===== src/rtl/wr_guard_pkg.sv =====
package wr_guard_pkg;

    typedef enum logic [1:0] {
        ST_OPEN_CLEAN = 2'd0,
        ST_OPEN_FLAG  = 2'd1,
        ST_LOCK_CLEAN = 2'd2,
        ST_LOCK_FLAG  = 2'd3
    } guard_state_e;

    typedef enum logic [1:0] {
        AC_CFG  = 2'd0,
        AC_FREE = 2'd1,
        AC_MODE = 2'd2,
        AC_STAT = 2'd3
    } access_class_e;

endpackage


===== src/rtl/wr_guard_decode.sv =====
module wr_guard_decode
    import wr_guard_pkg::*;
#(
    parameter int                 ADDR_W    = 8,
    parameter int                 DATA_W    = 32,
    parameter int                 KEY_W     = 24,
    parameter logic [KEY_W-1:0]   KEY       = 24'h54494D,
    parameter logic [ADDR_W-1:0]  MODE_ADDR = 8'hE4,
    parameter logic [ADDR_W-1:0]  STAT_ADDR = 8'hE8,
    parameter logic [ADDR_W-1:0]  CFG_LIMIT = 8'h40
) (
    input  logic [ADDR_W-1:0] addr,
    input  logic [DATA_W-1:0] wdata,
    output access_class_e     acc_class,
    output logic              key_ok,
    output logic              new_lock
);
    localparam int KEY_LSB = DATA_W - KEY_W;

    // Address classification: the two guard registers take precedence over
    // the window comparison.
    always_comb begin
        if (addr == MODE_ADDR) begin
            acc_class = AC_MODE;
        end else if (addr == STAT_ADDR) begin
            acc_class = AC_STAT;
        end else if (addr < CFG_LIMIT) begin
            acc_class = AC_CFG;
        end else begin
            acc_class = AC_FREE;
        end
    end

    // The full key field is compared; bit 0 carries the requested lock value.
    assign key_ok   = (wdata[DATA_W-1:KEY_LSB] == KEY);
    assign new_lock = wdata[0];

    logic unused_mid_bits;
    assign unused_mid_bits = ^wdata[KEY_LSB-1:1];

endmodule


===== src/rtl/wr_guard_fsm.sv =====
module wr_guard_fsm
    import wr_guard_pkg::*;
#(
    parameter int ADDR_W = 8
) (
    input  logic              clk,
    input  logic              rst_n,
    input  logic              wr_en,
    input  logic              rd_en,
    input  logic [ADDR_W-1:0] addr,
    input  access_class_e     acc_class,
    input  logic              key_ok,
    input  logic              new_lock,
    output logic              locked,
    output logic              flagged,
    output logic [ADDR_W-1:0] cap_addr
);
    guard_state_e state_q, state_d;
    logic         key_wr;
    logic         refused;
    logic         stat_rd;

    assign key_wr  = wr_en && (acc_class == AC_MODE) && key_ok;
    assign refused = wr_en && (acc_class == AC_CFG) && locked;
    assign stat_rd = rd_en && !wr_en && (acc_class == AC_STAT);

    // State register
    always_ff @(posedge clk) begin
        if (!rst_n) begin
            state_q <= ST_OPEN_CLEAN;
        end else begin
            state_q <= state_d;
        end
    end

    // Next-state logic
    always_comb begin
        state_d = state_q;
        unique case (state_q)
            ST_OPEN_CLEAN: begin
                if (key_wr && new_lock) state_d = ST_LOCK_CLEAN;
            end
            ST_OPEN_FLAG: begin
                if (key_wr && new_lock) state_d = ST_LOCK_FLAG;
                else if (stat_rd)       state_d = ST_OPEN_CLEAN;
            end
            ST_LOCK_CLEAN: begin
                if (key_wr && !new_lock) state_d = ST_OPEN_CLEAN;
                else if (refused)        state_d = ST_LOCK_FLAG;
            end
            ST_LOCK_FLAG: begin
                if (key_wr && !new_lock) state_d = ST_OPEN_FLAG;
                else if (stat_rd)        state_d = ST_LOCK_CLEAN;
            end
            default: state_d = ST_OPEN_CLEAN;
        endcase
    end

    // State-derived outputs
    always_comb begin
        locked  = 1'b0;
        flagged = 1'b0;
        unique case (state_q)
            ST_OPEN_CLEAN: begin locked = 1'b0; flagged = 1'b0; end
            ST_OPEN_FLAG:  begin locked = 1'b0; flagged = 1'b1; end
            ST_LOCK_CLEAN: begin locked = 1'b1; flagged = 1'b0; end
            ST_LOCK_FLAG:  begin locked = 1'b1; flagged = 1'b1; end
            default:       begin locked = 1'b0; flagged = 1'b0; end
        endcase
    end

    // Offending address: taken only on the refuse transition, dropped on acknowledge
    always_ff @(posedge clk) begin
        if (!rst_n) begin
            cap_addr <= '0;
        end else if (stat_rd) begin
            cap_addr <= '0;
        end else if (state_q == ST_LOCK_CLEAN && refused) begin
            cap_addr <= addr;
        end
    end

    a_r2_key_loads_lock: assert property (@(posedge clk) disable iff (!rst_n)
        key_wr |=> (locked == $past(new_lock)));

    a_r3_bad_key_keeps_lock: assert property (@(posedge clk) disable iff (!rst_n)
        (wr_en && acc_class == AC_MODE && !key_ok) |=> $stable(locked));

    a_r7_refuse_sets_flag: assert property (@(posedge clk) disable iff (!rst_n)
        refused |=> flagged);

    a_r8_ack_clears: assert property (@(posedge clk) disable iff (!rst_n)
        stat_rd |=> (!flagged && cap_addr == '0));

    a_r9_first_offender_kept: assert property (@(posedge clk) disable iff (!rst_n)
        (flagged && !stat_rd) |=> (flagged && $stable(cap_addr)));

endmodule


===== src/rtl/wr_guard_readback.sv =====
module wr_guard_readback
    import wr_guard_pkg::*;
#(
    parameter int ADDR_W = 8,
    parameter int DATA_W = 32
) (
    input  logic              clk,
    input  logic              rst_n,
    input  logic              wr_en,
    input  logic              rd_en,
    input  access_class_e     acc_class,
    input  logic              locked,
    input  logic              flagged,
    input  logic [ADDR_W-1:0] cap_addr,
    output logic [DATA_W-1:0] rdata
);
    localparam int CAP_LSB = 8;

    logic [DATA_W-1:0] mode_word;
    logic [DATA_W-1:0] stat_word;
    logic              rd_take;

    assign rd_take = rd_en && !wr_en;

    always_comb begin
        mode_word    = '0;
        mode_word[0] = locked;
        stat_word    = '0;
        stat_word[0] = flagged;
        stat_word[CAP_LSB +: ADDR_W] = cap_addr;
    end

    always_ff @(posedge clk) begin
        if (!rst_n) begin
            rdata <= '0;
        end else if (rd_take && acc_class == AC_MODE) begin
            rdata <= mode_word;
        end else if (rd_take && acc_class == AC_STAT) begin
            rdata <= stat_word;
        end else begin
            rdata <= '0;
        end
    end

    a_r11_idle_reads_zero: assert property (@(posedge clk) disable iff (!rst_n)
        !rd_take |=> (rdata == '0));

    a_r4_key_never_returned: assert property (@(posedge clk) disable iff (!rst_n)
        (rd_take && acc_class == AC_MODE) |=> (rdata[DATA_W-1:1] == '0));

endmodule


===== src/rtl/wr_guard.sv =====
module wr_guard
    import wr_guard_pkg::*;
#(
    parameter int                 ADDR_W    = 8,
    parameter int                 DATA_W    = 32,
    parameter int                 KEY_W     = 24,
    parameter logic [KEY_W-1:0]   KEY       = 24'h54494D,
    parameter logic [ADDR_W-1:0]  MODE_ADDR = 8'hE4,
    parameter logic [ADDR_W-1:0]  STAT_ADDR = 8'hE8,
    parameter logic [ADDR_W-1:0]  CFG_LIMIT = 8'h40
) (
    input  logic              clk,
    input  logic              rst_n,
    input  logic              wr_en,
    input  logic              rd_en,
    input  logic [ADDR_W-1:0] addr,
    input  logic [DATA_W-1:0] wdata,
    output logic [DATA_W-1:0] rdata,
    output logic              wr_permit
);
    access_class_e     acc_class;
    logic              key_ok;
    logic              new_lock;
    logic              locked;
    logic              flagged;
    logic [ADDR_W-1:0] cap_addr;

    wr_guard_decode #(
        .ADDR_W(ADDR_W), .DATA_W(DATA_W), .KEY_W(KEY_W), .KEY(KEY),
        .MODE_ADDR(MODE_ADDR), .STAT_ADDR(STAT_ADDR), .CFG_LIMIT(CFG_LIMIT)
    ) u_decode (
        .addr(addr), .wdata(wdata),
        .acc_class(acc_class), .key_ok(key_ok), .new_lock(new_lock)
    );

    wr_guard_fsm #(.ADDR_W(ADDR_W)) u_fsm (
        .clk(clk), .rst_n(rst_n), .wr_en(wr_en), .rd_en(rd_en), .addr(addr),
        .acc_class(acc_class), .key_ok(key_ok), .new_lock(new_lock),
        .locked(locked), .flagged(flagged), .cap_addr(cap_addr)
    );

    wr_guard_readback #(.ADDR_W(ADDR_W), .DATA_W(DATA_W)) u_readback (
        .clk(clk), .rst_n(rst_n), .wr_en(wr_en), .rd_en(rd_en),
        .acc_class(acc_class), .locked(locked), .flagged(flagged),
        .cap_addr(cap_addr), .rdata(rdata)
    );

    // Bank permit: free window always, configuration window only while unlocked
    always_comb begin
        wr_permit = 1'b0;
        if (wr_en) begin
            unique case (acc_class)
                AC_FREE: wr_permit = 1'b1;
                AC_CFG:  wr_permit = !locked;
                AC_MODE: wr_permit = 1'b0;
                AC_STAT: wr_permit = 1'b0;
                default: wr_permit = 1'b0;
            endcase
        end
    end

    a_r5_locked_window_refused: assert property (@(posedge clk) disable iff (!rst_n)
        (locked && wr_en && addr < CFG_LIMIT) |-> !wr_permit);

    a_r10_permit_needs_write: assert property (@(posedge clk) disable iff (!rst_n)
        wr_permit |-> (wr_en && addr != MODE_ADDR && addr != STAT_ADDR));

    a_r6_free_window_open: assert property (@(posedge clk) disable iff (!rst_n)
        (wr_en && addr >= CFG_LIMIT && addr != MODE_ADDR && addr != STAT_ADDR) |-> wr_permit);

endmodule


===== config.mk =====
export PLATFORM = sky130hd
export DESIGN_NAME = wr_guard
export DESIGN_NICKNAME = d
export VERILOG_FILES = /design/src/rtl/wr_guard_pkg.sv /design/src/rtl/wr_guard_decode.sv /design/src/rtl/wr_guard_fsm.sv /design/src/rtl/wr_guard_readback.sv /design/src/rtl/wr_guard.sv
export SDC_FILE = /design/constraint.sdc
export NUM_CORES = 1
export LEC_CHECK = 0
export CAP_MARGIN = 10
export CORE_UTILIZATION = 33
export CTS_BUF_LIST = sky130_fd_sc_hd__clkbuf_4 sky130_fd_sc_hd__clkbuf_8
export CTS_CLUSTER_DIAMETER = 150
export DETAILED_ROUTE_END_ITERATION = 7
export GPL_ROUTABILITY_DRIVEN = 1
export PLACE_DENSITY_LB_ADDON = 0.1
export SLEW_MARGIN = 20
export SYNTH_ARGS = -nofsm -noshare
export SYNTH_HDL_FRONTEND = slang
export SYNTH_SLANG_ARGS = --single-unit
export TNS_END_PERCENT = 100

===== constraint.sdc =====
create_clock -name clk -period 2 [get_ports clk]
set_input_delay 0.5 -clock clk [delete_from_list [all_inputs] [get_ports clk]]
set_output_delay 0.5 -clock clk [all_outputs]
set_load 0.005 [all_outputs]

==> impl_metrics.csv <==
group,metric,value,unit
sta,fin_setup_tns,0,ns
route,vias_per_cell,4.26,
layout,seqCellArea,380,sq um
yosys,syn-cell-area,938,sq um
sta,fmax,0.514,GHz
yosys,synth_cells,99,
cts,h-tree-depth,1,
sta,slew_viol_final,0,
cts,clk_pin_slew,0.11,ns
yosys,ys_types,24,
layout,multi_input_area,500,sq um
floorplanning,dieArea,3060,sq um
sta,finalCriticalPeriod,1.94,ns
route,firstDrtPassIters,2,
critical_path,cp_top_family,"simple AND/OR/NAND/NOR gates",
layout,layout.nets,209,
floorplanning,ios,77,
critical_path,cp_max_fo,2,
layout,num_antenna_cells,0,
layout,syn2layout_area_growth,60.5,%
sta,holdWs,0.454,ns
layout,drive_above_1_share,18.3,%
hold_path,hp-class,"reg2reg",
cts,numCtsBuffers,3,
route,ant_nets,0,
global_route,grt_overflow,0,
yosys,synth_area_per_cell,9.48,sq um
layout,fin_util,58.2,%
floorplanning,die_w,55.3,um
route,routed_wl,1.88,mm
global_route,antenna_found_initial,0,
cts,root_buffer,"clkbuf_4",
yosys,ys_ff_latch,19,
placed_design,portBuffers,46,
sta,setup_viol,0,
layout,fillCellCount,239,
placed_design,place.gp.congestion,0.797,
floorplanning,rows,18,
global_route,grt_pass1_wl,3.13,mm
cts,clkSinkCount,19,
cts,clock_latency,0.29,ns
route,first_iter_violations,3,
critical_path,required,1.50,ns
global_route,grt_pass1_vias,787,
power_and_ir_drop,power_density,454,nW/um^2
yosys,ys_seq_area_share,40.5,%
cts,ctsLongestPathBuffers,2,
cts,cts_tree,"built",
floorplanning,start_util,36.2,%
critical_path,critPathCaptureType,"output port",
critical_path,crit_buf_inv,2,
route,num_vias,826,
critical_path,cp_data_arrival_time,1.44,ns
sta,min_period_over_period,97.2,%
critical_path,crit_chain,"clkdlybuf4s15_1, nand4bb_4, or2_4, o211a_1, buf_2",
sta,fin_worst_skew,0.00708,ns
layout,final_cell_mix,"37 x clkdlybuf4s50_1, 23 x conb_1, 19 x dfxtp_1, 16 x buf_4",
critical_path,startpoint_type,"input pin",
critical_path,max_stage_delay,0.25,ns
placed_design,dp_hpwl,1.59,mm
route,drc_errors,0,
yosys,yosysWarnings,0,
sta,final-hold-violation-count,0,
critical_path,cp_slowest_cell,"or2_4",
power_and_ir_drop,leakagePower,0.689,nW
power_and_ir_drop,vdd_drop_max,342,uV
global_route,grt_max_degree,12,
route,wire_per_inst,9.69,um
flow_run,cap_viol_max_count,0,
layout,layout_commonest_cell,"clkdlybuf4s50_1",
global_route,grt_usage,12.5,%
power_and_ir_drop,total_power,684,uW
floorplanning,die_h,55.3,um
outcome,status,"complete, no violations",
critical_path,worst-setup-path-type,"in2out",
floorplanning,core_area,2590,sq um
registers in the layout, indices dropped and copies added (netlist names):
signal	cells
u_readback.rdata	9
u_fsm.cap_addr	8
u_fsm.state_q	2
worst register-to-register path: cells and delay by family (launching register included):
kind	cells	cell delay [ns]
DFF	1	0.34
and+or+nand+nor	2	0.27
buffers and inverters	1	0.20
muxes	1	0.16
layout make-up:
cell class / instances / area share [%]
Sequential cell: 19 / 25.2
Tap cell: 30 / 2.49
Clock inverter: 1 / 0.332
Timing Repair Buffer: 62 / 37.0
Clock buffer: 3 / 1.50
Inverter: 1 / 0.249
Multi-Input combinational cell: 78 / 33.2
cell usage after synthesis:
cell / count / area share (%)
a21oi_1: 1 / 0.53
a22oi_1: 1 / 0.80
and2_1: 10 / 6.7
and4b_1: 1 / 1.1
buf_4: 23 / 18
conb_1: 1 / 0.40
dfxtp_1: 19 / 41
inv_1: 1 / 0.40
mux2i_1: 7 / 7.5
nand2_1: 4 / 1.6
nand2b_1: 3 / 2.0
nand3_1: 1 / 0.53
nand4b_1: 2 / 1.9
nand4bb_1: 1 / 1.2
nor2_1: 10 / 4.0
nor2b_1: 3 / 2.0
nor3_1: 1 / 0.53
nor4b_1: 1 / 0.93
nor4bb_1: 3 / 3.2
o211a_1: 1 / 1.1
o31ai_1: 1 / 0.80
o41ai_2: 1 / 1.7
or2_1: 1 / 0.67
or4_1: 2 / 1.6
per-stage QoR:
step	worst slack, ns	area, sq um	std cells
after global placement	-0.569	1440	187
final	0.0561	1510	194
after CTS	0.00284	1480	192
after detailed placement	-0.565	1440	187
after floorplan	0.276	1020	121
after global routing	-0.00537	1510	194
power by group:
group	internal [mW]	switching [mW]
Combinational	0.0822	0.0399
Clock	0.0742	0.110
Sequential	0.378	0.00000000000178
Total	0.534	0.149
per-layer routing:
| metal | vias up | routed length, um | global-route usage (%) |
|---|---|---|---|
| li1 | 421 | - | - |
| met1 | 357 | 764 | 14.8 |
| met2 | 46 | 909 | 21.3 |
| met3 | 2 | 193 | 3.04 |
| met4 | 0 | 11 | 5.36 |
| met5 | - | 0 | 0 |
path summary, 6_finish.rpt:
check / from / depth (start not counted) / slack (ns) / endpoint
worst min-delay path: u_fsm.cap_addr[4] / 1 / 0.45 / u_readback.rdata[12]
worst min register to register: u_fsm.cap_addr[4] / 1 / 0.45 / u_readback.rdata[12]
worst max-delay path: addr[5] / 5 / 0.06 / wr_permit
worst max register to register: u_fsm.state_q[0] / 4 / 0.94 / u_fsm.cap_addr[1]
cell families after synthesis:
kind of cell	synth area share, %
buffers and inverters	18.8
muxes	7.47
AOI/OAI and AO/OA	4.93
other	0.400
DFF	40.5
and+or+nand+nor	27.9
what timing repair did:
| action | in CTS | in global routing |
|---|---|---|
| pin swaps | 3 | 3 |
| gates cloned | 0 | 0 |
| endpoints found under the hold margin | 0 | 0 |
| setup buffers | 1 | 2 |
| setup endpoints to repair | 2 | 1 |
| hold buffers | 0 | 0 |
| gates resized for setup | 20 | 7 |
(Power assumes the default switching activity.)
